**src/rtl/seg_xlate.sv**
```systemverilog
module seg_xlate #(
  parameter int LA_W       = 16,
  parameter int PA_W       = 20,
  parameter int REG_W      = 8,
  parameter int PAGE_SHIFT = 12,
  parameter logic [3:0] WIN_TOP = 4'hE
) (
  input  logic             clk,
  input  logic             rst_n,
  input  logic             cfg_we,
  input  logic [1:0]       cfg_addr,
  input  logic [REG_W-1:0] cfg_wdata,
  output logic [REG_W-1:0] cfg_rdata,
  input  logic             req,
  input  logic [LA_W-1:0]  la,
  output logic [PA_W-1:0]  pa,
  output logic [1:0]       seg_sel
);

  localparam logic [1:0] SEG_BASE = 2'd0;
  localparam logic [1:0] SEG_DATA = 2'd1;
  localparam logic [1:0] SEG_STK  = 2'd2;
  localparam logic [1:0] SEG_WIN  = 2'd3;

  logic [REG_W-1:0] win_pg, stk_pg, dat_pg, seg_sz;
  logic [3:0]       la_top;
  logic [1:0]       hit;
  logic [REG_W-1:0] page;
  logic [PA_W-1:0]  pa_next;

  always_ff @(posedge clk or negedge rst_n) begin
    if (!rst_n) begin
      win_pg <= '0;
      stk_pg <= '0;
      dat_pg <= '0;
      seg_sz <= '0;
    end else if (cfg_we) begin
      case (cfg_addr)
        2'd0: win_pg <= cfg_wdata;
        2'd1: stk_pg <= cfg_wdata;
        2'd2: dat_pg <= cfg_wdata;
        default: seg_sz <= cfg_wdata;
      endcase
    end
  end

  always_comb begin
    case (cfg_addr)
      2'd0: cfg_rdata = win_pg;
      2'd1: cfg_rdata = stk_pg;
      2'd2: cfg_rdata = dat_pg;
      default: cfg_rdata = seg_sz;
    endcase
  end

  assign la_top = la[LA_W-1 -: 4];

  always_comb begin
    if (la_top >= WIN_TOP)          hit = SEG_WIN;
    else if (la_top >= seg_sz[7:4]) hit = SEG_STK;
    else if (la_top >= seg_sz[3:0]) hit = SEG_DATA;
    else                            hit = SEG_BASE;
  end

  always_comb begin
    case (hit)
      SEG_WIN:  page = win_pg;
      SEG_STK:  page = stk_pg;
      SEG_DATA: page = dat_pg;
      default:  page = '0;
    endcase
  end

  assign pa_next = {{(PA_W-LA_W){1'b0}}, la}
                 + ({{(PA_W-REG_W){1'b0}}, page} << PAGE_SHIFT);

  always_ff @(posedge clk or negedge rst_n) begin
    if (!rst_n) begin
      pa      <= '0;
      seg_sel <= SEG_BASE;
    end else if (req) begin
      pa      <= pa_next;
      seg_sel <= hit;
    end
  end


  window_hit_chk: assert property (@(posedge clk) disable iff (!rst_n)
    (req && la[LA_W-1 -: 3] == 3'b111) |=> seg_sel == SEG_WIN);


  hold_chk: assert property (@(posedge clk) disable iff (!rst_n)
    !req |=> ($stable(pa) && $stable(seg_sel)));


  base_pass_chk: assert property (@(posedge clk) disable iff (!rst_n)
    req |=> (seg_sel != SEG_BASE || pa == {{(PA_W-LA_W){1'b0}}, $past(la)}));


  page_offset_chk: assert property (@(posedge clk) disable iff (!rst_n)
    req |=> pa[PAGE_SHIFT-1:0] == $past(la[PAGE_SHIFT-1:0]));


  readback_chk: assert property (@(posedge clk) disable iff (!rst_n)
    cfg_we |=> (cfg_addr != $past(cfg_addr) || cfg_rdata == $past(cfg_wdata)));

endmodule

```
**config.mk**
```make
export PLATFORM = sky130hd
export DESIGN_NAME = seg_xlate
export DESIGN_NICKNAME = d
export VERILOG_FILES = /design/src/rtl/seg_xlate.sv
export SDC_FILE = /design/constraint.sdc
export NUM_CORES = 1
export LEC_CHECK = 0
export BUFFER_PORTS_ARGS = -buffer_cell sky130_fd_sc_hd__buf_4
export CAP_MARGIN = 40
export CORE_MARGIN = 3
export CORE_UTILIZATION = 25
export CTS_CLUSTER_SIZE = 28
export DETAILED_ROUTE_END_ITERATION = 8
export HOLD_SLACK_MARGIN = 0.12
export PLACE_DENSITY_LB_ADDON = 0.05
export SLEW_MARGIN = 10
export SYNTH_ARGS = -nofsm -noshare
export SYNTH_HDL_FRONTEND = slang
export SYNTH_SLANG_ARGS = --single-unit
export TNS_END_PERCENT = 5
```
**constraint.sdc**
```tcl
create_clock -name clk -period 4.45 [get_ports clk]
set_input_delay 0.89 -clock clk [delete_from_list [all_inputs] [get_ports clk]]
set_output_delay 0.89 -clock clk [all_outputs]
set_load 0.01 [all_outputs]
```
[After elaboration in Yosys (flattened, before gate mapping)]
Index checks and enable logic that the tools add are counted.
Storage, ports and cells
  register bits: 54
  word-level logic and storage cells: 27
Cells by class
  add/subtract/negate cells: 1
  $lt $le $gt $ge: 3
  equal/unequal tests: 5
  muxes and demuxes: 5
  bitwise logic cells: 1
  reduce and logical (&&, ||, !) cells: 6
Operators by type and width (number)
  $pmux W8 S3: 2
  $add A16 B20 Y20: 1
  $ge A4 B4 Y1: 2
  $reduce_and A2 Y1: 4
  $eq A2 B2 Y1 const B: 3
  $eq A2 B1 Y1 const B: 2
  $ge A4 B4 Y1 const B: 1
  $mux W2: 2
  $reduce_or A3 Y1: 1
  $logic_not A2 Y1: 1
  $mux W1: 1
  $not A1 Y1: 1

[Depth between registers and ports, before layout]
  depth after elaboration: 7
  mapped depth: 16
  depth with buffers taken out: 16

[Least setup slack after synthesis]
No wires, ideal clock.
  path type: input -> register
  from: input la[12]
  to: register pa[18]
  data arrival time: 3.662 ns
  path slack: 0.693 ns
  cell stages on the path: 16
  path buffers: 0
  cells stage by stage: inv_1 > ha_1 > nand2b_1 > and4_2 > nor3_1 > a221oi_1 > nor2_1 > ha_1 > inv_1 > fa_1 > inv_1 > a21o_1 > a21oi_1 > nor4_1 > xor2_1 > o31ai_1
Between the ends
  word-level cells in the longest chain between the ends: 7
RTL lines
  from (decl): RTL line 15  | input logic [LA_W-1:0] la,
  $ge A4 B4 Y1: RTL line 61  | else if (la_top >= seg_sz[3:0]) hit = SEG_DATA;
  $mux W1: RTL line 61
  $mux W2: RTL line 60  | else if (la_top >= seg_sz[7:4]) hit = SEG_STK;
  $mux W2: RTL line 59  | if (la_top >= WIN_TOP) hit = SEG_WIN;
  $eq A2 B1 Y1 / $eq A2 B2 Y1 (equally long branches): RTL line 66  | case (hit)
  $pmux W8 S3: RTL line 66
  $add A16 B20 Y20 (*): RTL line 75  | + ({{(PA_W-REG_W){1'b0}}, page} << PAGE_SHIFT);
  to (signal assigned): RTL line 82  | pa <= pa_next;
  to (decl): RTL line 16  | output logic [PA_W-1:0] pa,
Mark *: on every way between the ends. The rest lies on a longest branch, timed or not.
A chain may end at the register's enable or synchronous reset.

[Worst setup path in the final report]
Ends and elaborated chain as after synthesis.

==> impl_table.tex <==
\begin{tabular}{lr}
\hline
Metric & Value \\
\hline
\multicolumn{2}{l}{\textbf{GRT}} \\
Global-route congestion overflow total & 0 \\
First-pass GRT wire length & approximately 12 mm \\
Largest net degree at the start of global routing & 55 \\
Number of antenna violations at the first check in global routing & 0 \\
Total routing resource utilization after global routing & 0.118 \\
Number of global-route vias before repair & slightly above 2k \\
\multicolumn{2}{l}{\textbf{Route}} \\
Vias after detailed routing & $\sim$1.9k \\
Wire length per cell after detailed routing & 16.9 um \\
Initial drt markers & 48 \\
DRC violation count after routing & 0 \\
Post-route ant nets & 0 \\
Routed vias/inst & 4.60 \\
First drt pass iteration count & 5 \\
Detailed-route wire length & around 7.1 mm \\
\multicolumn{2}{l}{\textbf{Timing}} \\
Final clock period utilization by the worst path & 0.831 \\
Setup\_tns & 0 ns \\
Transition time at the pin with the least slew margin & 0.710 ns \\
Worst slew margin relative to its limit & 0.527 \\
Worst clock skew & $\sim$0.0046 ns \\
Final count of negative-setup-slack endpoints & 0 \\
Final max-slew violation count & 0 \\
Setup repair after global routing missed its margin & no \\
Number of hold violations in the final report & 0 \\
Post-route minimum period & about 3.7 ns \\
Achievable clock frequency & approximately 270 MHz \\
\multicolumn{2}{l}{\textbf{Cells and area}} \\
Fraction of layout cells with a size suffix above 1 & 0.463 \\
Filler instances & 1116 \\
Area growth from synthesis to layout & 25.3\% \\
Number of cells in the finished layout apart from fillers & approximately 420 \\
Inserted Diodes & 0 \\
Final net count & approximately 320 \\
\multicolumn{2}{l}{\textbf{Logic synthesis}} \\
Total number of yosys warnings & 0 \\
Proportion of synthesized chip area in sequential cells & 0.485 \\
Main area contributors after synthesis & sky130\_fd\_sc\_hd\_\_dfrtp\_1, sky130\_fd\_sc\_hd\_\_mux2\_2, sky130\_fd\_sc\_hd\_\_mux4\_2 \\
Number of enable-type register cells in the synthesized netlist & 0 \\
Yosys reg bits & 54 \\
Synthesized area divided by synthesized cell count & about 13 um2 \\
Gate count of the mapped netlist & 216 \\
Synth cell types & between 40 and 50 \\
Nets in the synthesized netlist & 259 \\
Post-synthesis async set-or-reset flop share & 1.00 \\
Dominant synthesized flop cell & sky130\_fd\_sc\_hd\_\_dfrtp\_1 \\
Post-synth design cell area & roughly 2800 um2 \\
Fraction of synthesized cell area taken by the top area cell type & 0.485 \\
Cell taking the most area after synthesis & sky130\_fd\_sc\_hd\_\_dfrtp\_1 \\
\multicolumn{2}{l}{\textbf{Setup path}} \\
Data arrival time at the worst-slack endpoint & roughly 3.9 ns \\
Crit Path Max Fanout & 4 \\
Cell family with the largest share of critical-path delay & simple AND/OR/NAND/NOR gates \\
Most common cell on crit path & sky130\_fd\_sc\_hd\_\_inv\_1 \\
Highest cell delay on the worst timing path & around 0.4 ns \\
Series of cell instances along the critical path & buf\_4 > inv\_1 > ha\_1 > nand2b\_1 > and4\_2 > nor3\_1 > buf\_4 > a221oi\_1 > nor2\_1 > ha\_1 > inv\_1 > fa\_1 > inv\_1 > a21o\_1 > a21oi\_1 > nor4\_1 > xor2\_1 > o31ai\_1 \\
Total buffers and inverters traversed by the critical path & 5 \\
Required time of the critical path & approximately 4.7 ns \\
Critical path endpoint category & register \\
CP Launch Type & input port \\
Standard cell with the maximum stage delay on the critical path & sky130\_fd\_sc\_hd\_\_fa\_1 \\
Critical setup path kind & in2reg \\
Reg-to-reg slack, setup & 1.07 ns \\
\multicolumn{2}{l}{\textbf{Clock network}} \\
CTS root buffer & sky130\_fd\_sc\_hd\_\_clkbuf\_8 \\
Hold\_buf cts & 0 \\
Clock slew at reported path FFs & about 0.1 ns \\
Clock buffer count from CTS & 5 \\
H-tree depth & 2 \\
PostCTS Resize Cnt & 0 \\
Postcts setup bufs & 0 \\
Clock network latency to the later pin of the worst-skew pair & 0.31 ns \\
Clock tree from TritonCTS & yes \\
Clock sinks & between 50 and 60 \\
Buffer depth of the longest clock path & 2 \\
\multicolumn{2}{l}{\textbf{Floorplan}} \\
Cell Rows & 37 \\
DIE WIDTH & 112 um \\
Die Outline Area & around 12000 um2 \\
Number of placed I/O pins & 60 \\
Effective utilization at floorplan & 0.264 \\
Core Footprint & about 11000 um2 \\
Die Height & approximately 110 um \\
\multicolumn{2}{l}{\textbf{Status}} \\
Status & finished, final reports clean \\
\multicolumn{2}{l}{\textbf{Placement}} \\
Placer congestion estimate & roughly 0.76 \\
Number of buffers added on ports & between 50 and 60 \\
Post-detail-place hpwl & between 5 and 6 mm \\
Placed Cells incl. Taps & between 400 and 500 \\
\multicolumn{2}{l}{\textbf{Power and ir drop}} \\
VDD IR max & $\sim$0.00014 V \\
Total power per unit cell area & 428 nW/um2 \\
Leakage power & about 1.6 nW \\
\multicolumn{2}{l}{\textbf{Run}} \\
Number of max-cap violations & 0 \\
\multicolumn{2}{l}{\textbf{Worst hold path}} \\
Worst hold path class & reg2reg \\
\hline
\end{tabular}
-- metal layers --
metal | share of wire | vias to the layer above | track usage
met3 | 0.041 | 8 | 0.0261
met2 | 0.43 | 42 | 0.173
li1 | - | 926 | -
met4 | 0.011 | 0 | 0.0333
met1 | 0.52 | 943 | 0.175
met5 | 0 | - | 0
-- area by class of cell --
type	instances	area, um2	area share
multi-input combinational	145	1370	0.392
tap	136	170	0.0488
clock buffer	7	86.3	0.0247
timing repair buffer	62	465	0.133
inverter	12	45.0	0.0129
sequential	54	1350	0.387
clock inverter	1	5.00	0.00143
-- report_power, final --
group          switching (mW)  internal [mW]
Combinational           0.245          0.293
Sequential             0.0710          0.592
Clock                   0.166          0.126
-- registers in the layout (all words and copies together), names as in the netlist --
register / count
pa: 20
dat_pg: 8
seg_sz: 8
stk_pg: 8
win_pg: 8
seg_sel: 2
-- cells in the final DEF, fill, tap and decap left out, types with 6 or more instances in the layout --
cell	count
sky130_fd_sc_hd__buf_4	62
sky130_fd_sc_hd__dfrtp_1	54
sky130_fd_sc_hd__mux2_2	47
sky130_fd_sc_hd__nor2_1	14
sky130_fd_sc_hd__inv_1	12
sky130_fd_sc_hd__ha_1	12
sky130_fd_sc_hd__mux4_2	8
sky130_fd_sc_hd__nand2_1	7
sky130_fd_sc_hd__a21oi_1	6
sky130_fd_sc_hd__clkbuf_8	6
-- path summary, 6_finish.rpt --
kind / from / depth (start not counted) / endpoint
worst max register to register: seg_sz[4] / 16 / pa[18]
worst min register to register: pa[16] / 2 / pa[16]
max in group asynchronous: rst_n / 1 / stk_pg[6]
worst max-delay path: la[12] / 18 / pa[18]
min in group asynchronous: rst_n / 1 / pa[6]
worst min-delay path: pa[16] / 2 / pa[16]
-- cells in the mapped netlist, types with 2 or more instances --
cell type                  number
sky130_fd_sc_hd__inv_1         12
sky130_fd_sc_hd__nand3b_1       2
sky130_fd_sc_hd__a21o_1         3
sky130_fd_sc_hd__nand2_1        7
sky130_fd_sc_hd__mux4_2         8
sky130_fd_sc_hd__a221oi_1       3
sky130_fd_sc_hd__dfrtp_1       54
sky130_fd_sc_hd__a21oi_1        6
sky130_fd_sc_hd__o21ai_0        5
sky130_fd_sc_hd__xnor2_1        4
sky130_fd_sc_hd__o22a_1         2
sky130_fd_sc_hd__buf_1          2
sky130_fd_sc_hd__nor2_1        14
sky130_fd_sc_hd__mux2i_1        2
sky130_fd_sc_hd__mux2_2        47
sky130_fd_sc_hd__ha_1          12
sky130_fd_sc_hd__a31oi_1        3
sky130_fd_sc_hd__nand3_1        4
sky130_fd_sc_hd__buf_2          2
-- metrics by stage --
| stage | utilization | total power, mW | hold WS, ns | setup slack, ns | area, um2 |
|---|---|---|---|---|---|
| finish | 0.331 | 1.49 | 0.487 | 0.751 | 3490 |
| detailed placement | 0.322 | 1.22 | 0.475 | 0.430 | 3400 |
| CTS | 0.331 | 1.52 | 0.499 | 0.759 | 3490 |
| global route | 0.331 | 1.60 | 0.537 | 0.538 | 3490 |
| global placement | 0.321 | 1.22 | 0.474 | 0.521 | 3390 |
| floorplan | - | 0.981 | 0.491 | 0.693 | 2780 |
-- kinds of logic (layout without fill, tap and decap cells) --
| group | Yosys count | in the layout | synth area share |
|---|---|---|---|
| muxes | 57 | 57 | 0.262 |
| adders and majority gates | 13 | 13 | 0.0611 |
| buffers and inverters | 17 | 82 | 0.0238 |
| and+or+nand+nor | 40 | 40 | 0.0787 |
| DFF | 54 | 54 | 0.485 |
| xor gates and xnor gates | 5 | 5 | 0.0157 |
| AOI/OAI and AO/OA | 30 | 30 | 0.0733 |
-- tightest hold or removal path: cells and delay by family (launching register included) --
family             cells  cell delay (ns)
DFF                    1             0.36
and+or+nand+nor        1             0.04
AOI/OAI and AO/OA      1             0.06
No activity file was read; power rests on OpenSTA's default activity.
